## src/rtl/ofc_pkg.sv

```systemverilog
package ofc_pkg;

  // Write port operation selected by wr_store_i
  typedef enum logic {
    OFC_WR_FILL  = 1'b0,
    OFC_WR_STORE = 1'b1
  } ofc_wr_kind_e;

  // Round-robin successor of a line number among 'ways' lines
  function automatic int unsigned rr_advance(int unsigned cur, int unsigned ways);
    return (cur + 1 >= ways) ? 0 : cur + 1;
  endfunction

  // Number of bits needed to index 'n' items, never less than one
  function automatic int unsigned idx_bits(int unsigned n);
    return (n <= 2) ? 1 : $clog2(n);
  endfunction

endpackage

```

## src/rtl/ofc_tag_array.sv

```systemverilog
module ofc_tag_array
  import ofc_pkg::*;
#(
  parameter int unsigned WAYS   = 2,
  parameter int unsigned FIELDS = 4,
  parameter int unsigned REF_W  = 32,
  localparam int unsigned LINE_W = idx_bits(WAYS),
  localparam int unsigned FIDX_W = idx_bits(FIELDS)
) (
  input  logic              clk,
  input  logic              rst_n,
  input  logic              flush_i,
  input  logic [REF_W-1:0]  lk_ref_i,
  input  logic [FIDX_W-1:0] lk_fidx_i,
  input  logic [REF_W-1:0]  wr_ref_i,
  input  logic              upd_en_i,
  input  logic              upd_alloc_i,
  input  logic [LINE_W-1:0] upd_line_i,
  input  logic [FIDX_W-1:0] upd_fidx_i,
  output logic [WAYS-1:0]   lk_match_o,
  output logic [WAYS-1:0]   lk_fsel_o,
  output logic [WAYS-1:0]   wr_match_o,
  output logic [WAYS-1:0]   live_o,
  output logic [LINE_W-1:0] rr_o
);

  logic [REF_W-1:0]  tag_q   [WAYS];
  logic [FIELDS-1:0] valid_q [WAYS];
  logic [LINE_W-1:0] rr_q;

  // Parallel compare of every line against both ports
  for (genvar w = 0; w < WAYS; w++) begin : g_way
    assign live_o[w]     = |valid_q[w];
    assign lk_match_o[w] = live_o[w] && (tag_q[w] == lk_ref_i);
    assign lk_fsel_o[w]  = valid_q[w][lk_fidx_i];
    assign wr_match_o[w] = live_o[w] && (tag_q[w] == wr_ref_i);
  end

  assign rr_o = rr_q;

  always_ff @(posedge clk or negedge rst_n) begin
    if (!rst_n) begin
      for (int w = 0; w < WAYS; w++) begin
        tag_q[w]   <= '0;
        valid_q[w] <= '0;
      end
      rr_q <= '0;
    end else if (flush_i) begin
      for (int w = 0; w < WAYS; w++) valid_q[w] <= '0;
    end else if (upd_en_i) begin
      if (upd_alloc_i) begin
        tag_q[upd_line_i]   <= wr_ref_i;
        valid_q[upd_line_i] <= FIELDS'(1) << upd_fidx_i;
        rr_q                <= LINE_W'(rr_advance(int'(rr_q), WAYS));
      end else begin
        valid_q[upd_line_i][upd_fidx_i] <= 1'b1;
      end
    end
  end

  AST_FLUSH_EMPTIES: assert property (@(posedge clk) disable iff (!rst_n)
    flush_i |=> (live_o == '0));

  AST_ONE_OWNER_LK: assert property (@(posedge clk) disable iff (!rst_n)
    $onehot0(lk_match_o));

  AST_ONE_OWNER_WR: assert property (@(posedge clk) disable iff (!rst_n)
    $onehot0(wr_match_o));

  AST_ALLOC_STEPS_PTR: assert property (@(posedge clk) disable iff (!rst_n)
    (upd_en_i && upd_alloc_i && !flush_i) |=>
      (int'(rr_q) == rr_advance(int'($past(rr_q)), WAYS)));

endmodule

```

## src/rtl/ofc_hit_encoder.sv

```systemverilog
module ofc_hit_encoder
  import ofc_pkg::*;
#(
  parameter int unsigned WAYS = 2,
  localparam int unsigned LINE_W = idx_bits(WAYS)
) (
  input  logic [WAYS-1:0]   match_i,
  input  logic [WAYS-1:0]   sel_i,
  output logic              hit_o,
  output logic [LINE_W-1:0] line_o
);

  // OR-encoder: at most one line can qualify, so OR of indices is exact
  always_comb begin
    hit_o  = 1'b0;
    line_o = '0;
    for (int w = 0; w < WAYS; w++) begin
      if (match_i[w] && sel_i[w]) begin
        hit_o  = 1'b1;
        line_o = line_o | LINE_W'(w);
      end
    end
  end

endmodule

```

## src/rtl/ofc_data_ram.sv

```systemverilog
module ofc_data_ram #(
  parameter int unsigned DEPTH  = 8,
  parameter int unsigned DATA_W = 32,
  parameter int unsigned ADDR_W = 3
) (
  input  logic              clk,
  input  logic              rst_n,
  input  logic              we_i,
  input  logic [ADDR_W-1:0] waddr_i,
  input  logic [DATA_W-1:0] wdata_i,
  input  logic [ADDR_W-1:0] raddr_i,
  output logic [DATA_W-1:0] rdata_o
);

  logic [DATA_W-1:0] mem [DEPTH];

  always_ff @(posedge clk) begin
    if (we_i) mem[waddr_i] <= wdata_i;
  end

  // Registered read returns the word as it was before this cycle's write
  always_ff @(posedge clk or negedge rst_n) begin
    if (!rst_n) rdata_o <= '0;
    else        rdata_o <= mem[raddr_i];
  end

endmodule

```

## src/rtl/ofc_object_cache.sv

```systemverilog
module ofc_object_cache
  import ofc_pkg::*;
#(
  parameter int unsigned WAYS   = 2,
  parameter int unsigned FIELDS = 4,
  parameter int unsigned REF_W  = 32,
  parameter int unsigned DATA_W = 32,
  localparam int unsigned LINE_W = idx_bits(WAYS),
  localparam int unsigned FIDX_W = idx_bits(FIELDS),
  localparam int unsigned ADDR_W = LINE_W + FIDX_W,
  localparam int unsigned DEPTH  = 1 << ADDR_W
) (
  input  logic              clk,
  input  logic              rst_n,
  input  logic              flush_i,
  input  logic              lk_req_i,
  input  logic [REF_W-1:0]  lk_ref_i,
  input  logic [FIDX_W-1:0] lk_fidx_i,
  input  logic              wr_en_i,
  input  logic              wr_store_i,
  input  logic [REF_W-1:0]  wr_ref_i,
  input  logic [FIDX_W-1:0] wr_fidx_i,
  input  logic [DATA_W-1:0] wr_data_i,
  output logic              lk_valid_o,
  output logic              lk_hit_o,
  output logic [DATA_W-1:0] lk_data_o
);

  // Data address: line number joined with field index
  function automatic logic [ADDR_W-1:0] field_addr(logic [LINE_W-1:0] line,
                                                   logic [FIDX_W-1:0] fidx);
    return {line, fidx};
  endfunction

  logic [WAYS-1:0]   lk_match, lk_fsel, wr_match, live;
  logic [LINE_W-1:0] rr;
  logic              lk_hit_c, wr_hit_c;
  logic [LINE_W-1:0] lk_line_c, wr_line_c, upd_line;
  logic              is_store, write_go, alloc_go;
  logic              lk_valid_q, lk_hit_q;
  logic [DATA_W-1:0] ram_q;

  ofc_tag_array #(.WAYS(WAYS), .FIELDS(FIELDS), .REF_W(REF_W)) u_tags (
    .clk         (clk),
    .rst_n       (rst_n),
    .flush_i     (flush_i),
    .lk_ref_i    (lk_ref_i),
    .lk_fidx_i   (lk_fidx_i),
    .wr_ref_i    (wr_ref_i),
    .upd_en_i    (write_go),
    .upd_alloc_i (alloc_go),
    .upd_line_i  (upd_line),
    .upd_fidx_i  (wr_fidx_i),
    .lk_match_o  (lk_match),
    .lk_fsel_o   (lk_fsel),
    .wr_match_o  (wr_match),
    .live_o      (live),
    .rr_o        (rr)
  );

  // Lookup side: tag match qualified by the selected field valid bit
  ofc_hit_encoder #(.WAYS(WAYS)) u_lk_enc (
    .match_i (lk_match),
    .sel_i   (lk_fsel),
    .hit_o   (lk_hit_c),
    .line_o  (lk_line_c)
  );

  // Write side: tag match alone decides residency
  ofc_hit_encoder #(.WAYS(WAYS)) u_wr_enc (
    .match_i (wr_match),
    .sel_i   ({WAYS{1'b1}}),
    .hit_o   (wr_hit_c),
    .line_o  (wr_line_c)
  );

  assign is_store = (ofc_wr_kind_e'(wr_store_i) == OFC_WR_STORE);
  assign write_go = wr_en_i && !flush_i && (!is_store || wr_hit_c);
  assign alloc_go = write_go && !wr_hit_c;
  assign upd_line = wr_hit_c ? wr_line_c : rr;

  ofc_data_ram #(.DEPTH(DEPTH), .DATA_W(DATA_W), .ADDR_W(ADDR_W)) u_data (
    .clk     (clk),
    .rst_n   (rst_n),
    .we_i    (write_go),
    .waddr_i (field_addr(upd_line, wr_fidx_i)),
    .wdata_i (wr_data_i),
    .raddr_i (field_addr(lk_line_c, lk_fidx_i)),
    .rdata_o (ram_q)
  );

  always_ff @(posedge clk or negedge rst_n) begin
    if (!rst_n) begin
      lk_valid_q <= 1'b0;
      lk_hit_q   <= 1'b0;
    end else begin
      lk_valid_q <= lk_req_i;
      lk_hit_q   <= lk_req_i && lk_hit_c;
    end
  end

  assign lk_valid_o = lk_valid_q;
  assign lk_hit_o   = lk_hit_q;
  assign lk_data_o  = lk_hit_q ? ram_q : '0;

  AST_REQ_ANSWERED: assert property (@(posedge clk) disable iff (!rst_n)
    lk_req_i |=> lk_valid_o);

  AST_NO_STRAY_HIT: assert property (@(posedge clk) disable iff (!rst_n)
    !lk_valid_o |-> (!lk_hit_o && lk_data_o == '0));

  AST_FILL_HIT_HOLDS_PTR: assert property (@(posedge clk) disable iff (!rst_n)
    (wr_en_i && !wr_store_i && wr_hit_c) |=> $stable(rr));

  AST_STORE_MISS_QUIET: assert property (@(posedge clk) disable iff (!rst_n)
    (wr_en_i && wr_store_i && !wr_hit_c && !flush_i) |=>
      ($stable(rr) && $stable(live)));

endmodule

```

## config.mk

```make
export PLATFORM = sky130hd
export DESIGN_NAME = ofc_object_cache
export DESIGN_NICKNAME = d
export VERILOG_FILES = /design/src/rtl/ofc_pkg.sv /design/src/rtl/ofc_tag_array.sv /design/src/rtl/ofc_hit_encoder.sv /design/src/rtl/ofc_data_ram.sv /design/src/rtl/ofc_object_cache.sv
export SDC_FILE = /design/constraint.sdc
export NUM_CORES = 1
export LEC_CHECK = 0
export ABC_AREA = 1
export BUFFER_PORTS_ARGS = -buffer_cell sky130_fd_sc_hd__buf_2
export CAP_MARGIN = 5
export CELL_PAD_IN_SITES_DETAIL_PLACEMENT = 0
export CELL_PAD_IN_SITES_GLOBAL_PLACEMENT = 2
export CORE_MARGIN = 4
export CORE_UTILIZATION = 38
export DETAILED_ROUTE_END_ITERATION = 10
export PLACE_DENSITY_LB_ADDON = 0.1
export SLEW_MARGIN = 20
export SYNTH_ARGS = -nofsm -noshare
export SYNTH_HDL_FRONTEND = slang
export SYNTH_SLANG_ARGS = --single-unit
```

## constraint.sdc

```tcl
create_clock -name clk -period 3.9 [get_ports clk]
set_clock_uncertainty 0.15 [all_clocks]
set_input_delay 0.585 -clock clk [delete_from_list [all_inputs] [get_ports clk]]
set_output_delay 0.585 -clock clk [all_outputs]
set_load 0.1 [all_outputs]
```

==> results of run 1 <==
[sequential cells by signal, summed over array words and instances, names as in the netlist]
name            flops
lk_hit_o            1
lk_valid_o          1
u_data.mem        256
u_data.rdata_o     32
u_tags.rr_o         1
u_tags.tag_q       64
u_tags.valid_q      8
[cell usage in the layout, fill, tap and decap left out, drive strengths merged]
master and n:
a21oi 4, nand2b 1, dlygate4sd3 1, o21ai 239, clkinv 22, nand3b 3, bufinv 2, xnor2 36
nand3 24, clkbuf 52, nor3b 3, inv 202, nand2 379, dfrtp 107, xor2 24, and3 3
and2 2, o22ai 71, or2 7, buf 163, nor3 11, a22o 2, nor2 239, nor4b 2
o2111ai 1, a211oi 1, edfxtp 256, diode 1, nand4 17, nor2b 1, nor4 7
[metal layers]
metal,GRT usage,vias up,share of wire
li1,-,5971,-
met2,0.364,268,0.49
met5,0,-,0.00066
met1,0.260,5741,0.42
met3,0.0321,87,0.042
met4,0.0909,4,0.045
[per-stage QoR]
stage | cells | util
after floorplan | 1709 | -
final | 2468 | 0.450
after detailed placement | 2391 | 0.419
after global routing | 2467 | 0.450
after CTS | 2467 | 0.450
after global placement | 2391 | 0.419
[path summary, 6_finish.rpt]
path / start / endpoint / slack [ns] / cells after the start
worst min-delay path: lk_req_i / lk_valid_o / 0.05 / 1
worst max-delay path: u_tags.tag_q[57] / u_data.mem[3][2] / 0.90 / 10
worst max register to register: u_tags.tag_q[57] / u_data.mem[3][2] / 0.90 / 10
max in group asynchronous: rst_n / u_data.rdata_o[9] / 2.59 / 3
min in group asynchronous: rst_n / u_tags.tag_q[9] / 0.50 / 3
worst min register to register: u_tags.tag_q[49] / u_tags.tag_q[49] / 0.35 / 2
[final cells by class]
| cell class | count | area, sq um |
|---|---|---|
| fill | 4213 | 23700 |
| inverter | 203 | 763 |
| tap | 585 | 732 |
| timing repair buffer | 164 | 1020 |
| sequential | 363 | 10400 |
| clock inverter | 23 | 185 |
| antenna | 1 | 2.50 |
| multi-input combinational | 1077 | 5170 |
| clock buffer | 52 | 1140 |
[logic make-up (layout without fill, tap and decap cells)]
group	Yosys count	after routing	synth area share
compound gates	318	318	0.106
xor+xnor	60	60	0.0317
buf+inv	269	442	0.0658
flops	363	363	0.626
other cells	0	1	0
simple gates	699	699	0.171
[power breakdown]
group / internal, mW / switching [mW]
Clock: 2.20 / 1.58
Sequential: 4.43 / 0.295
Combinational: 0.610 / 1.21
==> results.md, run 1 <==
- Status: completed
- Fin Setup TNS: 0 ns
- Port Buffer Count: 139
- Vias post-DR: 12,071
- Vias in the first global route: 11,843
- WL final: 49.7 mm
- Area after DPL: 18,000 sq um
- PostCTS Resize Cnt: 0
- Worst Tran Pin Value: 0.813 ns
- Num rows: 76
- Die width: 217 microns
- Arr. time, crit path: 3.07 ns
- Total global routing overflow: 0
- Final instance area: 19,400 sq um
- Tmin final: 3.00 ns
- Initial antenna violation count: 3
- Syn nets: 1,815
- CTS H-Tree Depth: 2
- Synth Register Bits: 363
- CP max stage cell: dfrtp_1
- Hold slack final: 0.0535 ns
- Period Utilization, post-route: 0.769
- Area grow syn2layout: 16.9%
- Max-slew violation count: 0
- First-pass iteration count of the detailed router: 5
- Cts bufs inserted: 41
- Crit path top cell by count: nor2_1
- Max VDD drop: 0.000347 V
- Post-synth top area cell: edfxtp_1
- Clock Tree Buf Depth: 3
- Delay-heaviest family, CP: simple AND/OR/NAND/NOR gates
- RSZ-0062 raised after global routing: false
- CP Class: reg2reg
- Syn avg cell area: 9.70 sq um
- All-Layer GR Usage: 0.210
- Leakage: 8.31 nW
- Fmax: 334 MHz
- Top-area cell type share of the netlist area: 0.464
- Die Span Y: 217 microns
- Sequential fraction of the synthesis area: 0.626
- Fin worst setup slack: 0.903 ns
- Area of the die: 47,000 sq um
- WL/cell: 20.1 microns
- Global placement routability congestion: 0.899
- Clock transition at path regs: 0.06 ns
- Crit path capture type: flip-flop
- HP Class: in2reg
- Most numerous cell in the Yosys netlist: nand2_1
- # IOs: 140
- Post-synthesis async set-or-reset flop share: 0.295
- Top cells by count, synth: nand2_1 (378), edfxtp_1 (256), nor2_1 (235)
- Slew HR: 0.458
- Max_cap viols: 0
- Area contributors post-synth: edfxtp_1 (46%), dfrtp_1 (16%), nand2_1 (8.6%)
- YS warnings: 0
- Hpwl dp: 33.1 mm
- Distinct cells, synth: 38
- CTS tree: yes
- Critical path's largest stage delay: 0.38 ns
- Ys flop type: edfxtp_1
- Core Area: 43,100 sq um
- Critical path peak fanout: 21
- Total power: 10.3 mW
- Post-CTS Setup Inserts: 0
- Fraction of layout cells with a size suffix above 1: 0.148
- Skew-Pair Late Insertion Delay: 0.57 ns
- Dpl ws: 0.533 ns
- Post-synth EDFFs: 256
- Root buffer cell: clkbuf_16
- CTS sink cnt: 363
- Initial Util: 0.385
- Initial DRC Count: 819
- First-pass GRT wire length: 74.0 mm
- PD cells: 533 nW/um^2
- Syn Std Cell Area: 16,600 sq um
- DRC viols: 0
- Crit path buf inv count: 2
- CP startpoint kind: flip-flop
- Routed Antenna Nets: 0
- Fin nets: 1,956
- Vias/cell: 4.89
- CTS Hold Bufs: 1
- Synthesized netlist cell count: 1,709
- Largest net degree at the start of global routing: 113
- Final Hold Viols: 0
- Final setup fails: 0
- Critical path required time: 3.98 ns
- Critical Path, Cell by Cell: inv_1 -> nor2_1 -> nor3_1 -> nand2_1 -> nor2_1 -> nand3_1 -> nand3_2 -> nand2_2 -> nor2_4 -> buf_4
Note: power is estimated with default switching activity, not from simulation.
==> inputs of run 2 (changes only) <==
--- a/config.mk
+++ b/config.mk
@@ -11,7 +11,7 @@
 export CELL_PAD_IN_SITES_DETAIL_PLACEMENT = 0
 export CELL_PAD_IN_SITES_GLOBAL_PLACEMENT = 2
 export CORE_MARGIN = 4
-export CORE_UTILIZATION = 38
+export CORE_UTILIZATION = 35
 export DETAILED_ROUTE_END_ITERATION = 10
 export PLACE_DENSITY_LB_ADDON = 0.1
 export SLEW_MARGIN = 20
==> constraint.sdc (replaced) <==
create_clock -name clk -period 2.75 [get_ports clk]
set_clock_uncertainty 0.15 [all_clocks]
set_input_delay 0.4125 -clock clk [delete_from_list [all_inputs] [get_ports clk]]
set_output_delay 0.4125 -clock clk [all_outputs]
set_load 0.1 [all_outputs]
==> results.md, run 2 (synthesis gave the netlist of run 1 again) <==
- CTS sink cnt: 363 (unchanged)
- Die width: 226 microns (+4.0%)
- Vias/cell: 4.84 (-0.95%)
- Worst Tran Pin Value: 0.739 ns (-0.0740 ns)
- Hpwl dp: 36.6 mm (+11%)
- Core Area: 46,700 sq um (+8.3%)
- Max VDD drop: 0.000398 V (+14%)
- Critical path required time: 2.87 ns (-1.11 ns)
- Max_cap viols: 0 (unchanged)
- First-pass GRT wire length: 77.3 mm (+4.4%)
- Total global routing overflow: 0 (unchanged)
- Cts bufs inserted: 41 (unchanged)
- Skew-Pair Late Insertion Delay: 0.56 ns (about the same)
- Clock transition at path regs: 0.06 ns (about the same)
- Die Span Y: 226 microns (+4.0%)
- Commonest cells after routing, fill and taps aside: nand2_1 (372), edfxtp_1 (256), nor2_1 (220)
- Fin nets: 2,074 (+6.0%)
- Global placement routability congestion: 0.921 (+2.4%)
- Status: completed
- CTS H-Tree Depth: 2 (unchanged)
- Largest Register: u_data.mem
- Fraction of layout cells with a size suffix above 1: 0.184 (+0.0359)
- Port Buffer Count: 139 (unchanged)
- Fin Setup TNS: 0 ns (unchanged)
- Period Utilization, post-route: 0.976
- PD cells: 701 nW/um^2 (+32%)
- Initial DRC Count: 947 (+16%)
- Worst reg2reg path depth: 11 (+1)
- WL final: 52.2 mm (+5.0%)
- Vias post-DR: 12,625 (+4.6%)
- Hold Crit Depth: 1 (unchanged)
- All-Layer GR Usage: 0.201 (-0.00845)
- Initial Util: 0.355 (-0.0295)
- Leakage: 9.06 nW (+9.1%)
- Max-slew violation count: 0 (unchanged)
- CTS tree: yes
- Worst Setup SP: wr_ref_i[15]
- # IOs: 140 (unchanged)
- Slew HR: 0.503 (+0.0448)
- Layout Utilization: 0.459 (+0.00876)
- Top flop regs: u_data.mem (256), u_tags.tag_q (64), u_data.rdata_o (32)
- Fin cells: 2,606 (+5.6%)
- Clock Tree Buf Depth: 3 (unchanged)
- WL/cell: 20.0 microns (-0.55%)
- Area grow syn2layout: 29.1%
- Area of the die: 50,900 sq um (+8.2%)
- Hold slack final: 0.0101 ns (-0.0434 ns)
- Largest net degree at the start of global routing: 78 (-31%)
- DRC viols: 0 (unchanged)
- Worst r2r src: u_tags.tag_q[34]
- Vias in the first global route: 12,510 (+5.6%)
- Arr. time, crit path: 2.81 ns (-0.26 ns)
- RSZ-0062 raised after global routing: false
- Hold_sp: wr_data_i[19]
- HP Class: in2reg
- Final setup fails: 0 (unchanged)
- CP startpoint kind: primary input
- Initial antenna violation count: 0 (-3)
- Antenna Diode Count: 0 (-1)
- Most common cell after layout, fill and taps aside: nand2_1
- Final Hold Viols: 0 (unchanged)
- Critical path peak fanout: 8 (-62%)
- Fmax: 372 MHz
- # placed instances: 2,475 (+3.5%)
- First-pass iteration count of the detailed router: 6 (+1)
- CP Class: in2reg
- Crit path capture type: flip-flop
- # fillers: 4,524 (+7.4%)
- Num rows: 79 (+3.9%)
- Max reg flops: 256 (unchanged)
- Tmin final: 2.68 ns
- Routed Antenna Nets: 0 (unchanged)
- Root buffer cell: clkbuf_16
==> run 2: changes by cell type in the layout (fill, tap and decap cells not counted), sizes merged <==
cell / before / now
diode: 1 / 0
clkbuf: 52 / 58
buf: 163 / 230
bufinv: 2 / 3
clkinv: 22 / 17
dlygate4sd3: 1 / 49
==> run 2: repair_timing <==
action,in CTS,in global routing
setup buffers,0,5
pin swaps,0,9
endpoints found under the setup margin,163,267
hold buffers,49,0
resized for setup,1,31
endpoints found under the hold margin,286,0
gates cloned,0,4
==> run 2: worst max-delay path: stages <==
cell and delay, ns:
dlygate4sd3_1 0.53, buf_2 0.16, xnor2_1 0.18, nand2_1 0.08, nor2_1 0.11, buf_4 0.13, nand2_1 0.07, nor2_2 0.15
nand3_4 0.13, nand3_2 0.09, nand2_2 0.06, buf_12 0.17, nor2_4 0.28, clkbuf_16 0.24
==> run 2: worst paths after layout <==
kind	to	slack (ns)
worst min register to register	u_tags.tag_q[49]	0.34
worst max-delay path	u_data.mem[7][17]	0.07
min in group asynchronous	u_tags.tag_q[43]	0.21
max in group asynchronous	u_tags.valid_q[6]	1.49
worst max register to register	u_data.mem[7][17]	0.11
worst min-delay path	u_data.mem[2][19]	0.01
==> run 2: layout make-up <==
| type | count | area (sq um) | share of cell area |
|---|---|---|---|
| sequential | 363 | 10400 | 0.484 |
| timing repair buffer | 282 | 2880 | 0.135 |
| clock buffer | 55 | 1130 | 0.0528 |
| inverter | 203 | 763 | 0.0357 |
| multi-input combinational | 1077 | 5310 | 0.248 |
| tap | 607 | 759 | 0.0355 |
| clock inverter | 19 | 189 | 0.00883 |
==> run 2: routing by layer <==
metal | wire [microns] | global-route usage
met1 | 21700 | 0.252
met2 | 26700 | 0.357
met3 | 1900 | 0.0239
met5 | 0 | 0
met4 | 1930 | 0.0769
==> run 2: power breakdown <==
group	switching [mW]	internal [mW]	total [mW]
Clock	2.22	3.17	5.39
Sequential	0.423	6.28	6.70
Combinational	1.79	1.11	2.90
==> run 2: per-stage QoR <==
stage               power (mW)  worst slack (ns)  instance area (sq um)
floorplan                 8.31           -0.0208                  16600
finish                    15.0            0.0652                  21400
global placement          9.59            -0.212                  19300
detailed placement        9.59            -0.201                  19300
CTS                       15.1            0.0329                  21100
global route              15.7          0.000454                  21400
==> inputs of run 3 (changes only) <==
--- a/config.mk
+++ b/config.mk
@@ -13,7 +13,10 @@
 export CORE_MARGIN = 4
 export CORE_UTILIZATION = 35
 export DETAILED_ROUTE_END_ITERATION = 10
+export MAX_ROUTING_LAYER = met4
 export PLACE_DENSITY_LB_ADDON = 0.1
+export SETUP_SLACK_MARGIN = 0.2
+export SKIP_LAST_GASP = 1
 export SLEW_MARGIN = 20
 export SYNTH_ARGS = -nofsm -noshare
 export SYNTH_HDL_FRONTEND = slang
==> results.md, run 3 (synthesis gave the netlist of run 1 again) <==
- Reg area: 10,400 sq um (about the same)
- Cts bufs inserted: 42 (+2.4%)
- Sw power: 4.57 mW (+3.0%)
- Initial antenna violation count: 1 (+1)
- Clock Tree Buf Depth: 3 (unchanged)
- Vias post-DR: 12,619 (-0.048%)
- CTS tree: yes
- WL/cell: 19.9 microns (-0.60%)
- First-pass GRT wire length: 77.7 mm (+0.54%)
- Comb pwr share: 0.198 (+0.004)
- Crit path top cell by count: nand2_2
- Port Buffer Count: 139 (unchanged)
- Commonest cells after routing, fill and taps aside: nand2_1 (365), edfxtp_1 (256), nor2_1 (215)
- All-Layer GR Usage: 0.209 (+0.00819)
- HP Class: in2reg
- Tmin final: 2.55 ns (-0.133 ns)
- Vias in the first global route: 12,732 (+1.8%)
- Arr. time, crit path: 2.68 ns (-0.13 ns)
- Fin worst setup slack: 0.198 ns (+0.133 ns)
- WL final: 52.3 mm (+0.16%)
- Area of the die: 50,900 sq um (unchanged)
- Final Hold Viols: 0 (unchanged)
- Skew-Pair Late Insertion Delay: 0.57 ns (about the same)
- First-pass iteration count of the detailed router: 5 (-1)
- Internal: 11.0 mW (+3.9%)
- Max_cap viols: 0 (unchanged)
- CTS H-Tree Depth: 2 (unchanged)
- # IOs: 140 (unchanged)
- CP Class: in2reg
- Max-slew violation count: 0 (unchanged)
- Sw frac: 0.294 (-0.00179)
- Clock transition at path regs: 0.06 ns (about the same)
- Fraction of layout cells with a size suffix above 1: 0.210 (+0.0265)
- Initial Util: 0.355 (unchanged)
- Critical path peak fanout: 6 (-2)
- Final setup fails: 0 (unchanged)
- Layout Utilization: 0.466 (+0.00727)
- Period Utilization, post-route: 0.928 (-0.0484)
- Status: completed
- Root buffer cell: clkbuf_16
- Leakage: 9.24 nW (+2.0%)
- CTS sink cnt: 363 (unchanged)
- Critical Path, Cell by Cell: dlygate4sd3_1 -> buf_4 -> nand2_2 -> nand2_2 -> nor2_1 -> nand3b_1 -> nor2_2 -> nand3_4 -> nand3_2 -> nand2_2 -> buf_6 -> nor2_4 -> buf_12 -> clkbuf_16
- Worst Tran Pin Value: 0.512 ns (-0.227 ns)
- Die width: 226 microns (unchanged)
- CP startpoint kind: primary input
- Total global routing overflow: 0 (unchanged)
- Worst reg2reg path depth: 11 (unchanged)
- Num rows: 79 (unchanged)
- Fin Setup TNS: 0 ns (unchanged)
- Largest net degree at the start of global routing: 89 (+14%)
- Core Area: 46,700 sq um (unchanged)
- Area of the multi-input gates: 5410 sq um (+1.9%)
- Die Span Y: 226 microns (unchanged)
- Max VDD drop: 0.000464 V (+17%)
- Hold Crit Depth: 1 (unchanged)
- Global placement routability congestion: 0.899 (-2.4%)
- PD cells: 715 nW/um^2 (+2.0%)
- Most common cell after layout, fill and taps aside: nand2_1
- Routed Antenna Nets: 0 (unchanged)
- Clk pwr share: 0.371 (+0.011)
- Initial DRC Count: 744 (-21%)
- Vias/cell: 4.81 (-0.81%)
- Critical path required time: 2.88 ns (about the same)
- Fmax: 392 MHz (+5.2%)
- Seq pwr share: 0.431 (-0.016)
- Max reg flops: 256 (unchanged)
- CP max stage cell: dlygate4sd3_1
- Hpwl dp: 35.9 mm (-2.1%)
- Critical path's largest stage delay: 0.55 ns (+0.02 ns)
- Slew HR: 0.661 (+0.158)
- DRC viols: 0 (unchanged)
- Fin nets: 2,090 (+0.77%)
- Largest Register: u_data.mem
- Fin cells: 2,626 (+0.77%)
- # fillers: 4,460 (-1.4%)
- Crit path capture type: flip-flop
- # placed instances: 2,475 (unchanged)
- Dpl ws: -0.283 ns (-0.0815 ns)
- RSZ-0062 raised after global routing: true
- Top flop regs: u_data.mem (256), u_tags.tag_q (64), u_data.rdata_o (32)
- Area grow syn2layout: 31.2%
[run 3: changes by cell type in the layout (fill, tap and decap cells not counted), moves of 7 or more]
cell	change
buf_4	+17
dfrtp_1	-8
dfrtp_2	+8
buf_12	-7
nand2_1	-7
o21ai_0	-7
o21ai_1	+7
[run 3: cell type report]
type | count | area share
antenna | 1 | 0.000115
clock buffer | 51 | 0.0509
clock inverter | 27 | 0.0153
inverter | 203 | 0.0352
multi-input combinational | 1077 | 0.249
sequential | 363 | 0.477
tap | 607 | 0.0349
timing repair buffer | 297 | 0.137
[run 3: critical path, delay by kind of cell]
family / cells / cell delay, ns
AND/OR/NAND/NOR: 9 / 1.06
buffers and inverters: 5 / 1.18
[run 3: layer usage]
metal,share of wire,vias to the layer above,track usage
met1,0.43,6026,0.253
met2,0.50,268,0.356
met5,0,-,-
met4,0.041,0,0.0780
met3,0.037,89,0.0315
li1,-,6236,-
[run 3: worst paths after layout]
| kind | from | endpoint | slack (ns) |
|---|---|---|---|
| setup / recovery | wr_ref_i[24] | u_data.mem[6][8] | 0.20 |
| hold / removal | wr_data_i[6] | u_data.mem[4][6] | 0.03 |
| setup reg to reg | u_tags.tag_q[25] | u_data.mem[6][8] | 0.22 |
| hold reg to reg | u_tags.tag_q[57] | u_tags.tag_q[57] | 0.34 |
| max in group asynchronous | rst_n | u_data.rdata_o[11] | 1.65 |
| min in group asynchronous | rst_n | u_tags.tag_q[8] | 0.15 |
[run 3: timing repair]
action / in CTS / in global routing
gates cloned: 1 / 4
hold buffers: 49 / 0
setup buffers: 4 / 14
hold endpoints to repair: 376 / 0
endpoints found under the setup margin: 290 / 330
pin swaps: 5 / 26
gates resized for setup: 21 / 66
[run 3: metrics by stage]
| stage | hold WS, ns | cell area [sq um] | power, mW |
|---|---|---|---|
| 2_1_floorplan | -0.0331 | 16600 | 8.31 |
| 3_3_place_gp | 0.189 | 19200 | 9.58 |
| 3_5_place_dp | 0.187 | 19200 | 9.57 |
| 4_1_cts | 0.000754 | 21300 | 15.5 |
| 5_1_grt | 0.0144 | 21700 | 16.3 |
| 6_report | 0.0345 | 21700 | 15.5 |
[run 3: power by group through the flow]
stage	Combinational, mW	Clock (mW)	Sequential, mW
floorplan	1.61	0	6.69
global placement	2.79	0	6.79
detailed placement	2.79	0	6.79
CTS	2.91	5.95	6.68
global route	3.40	6.18	6.76
finish	3.07	5.76	6.70
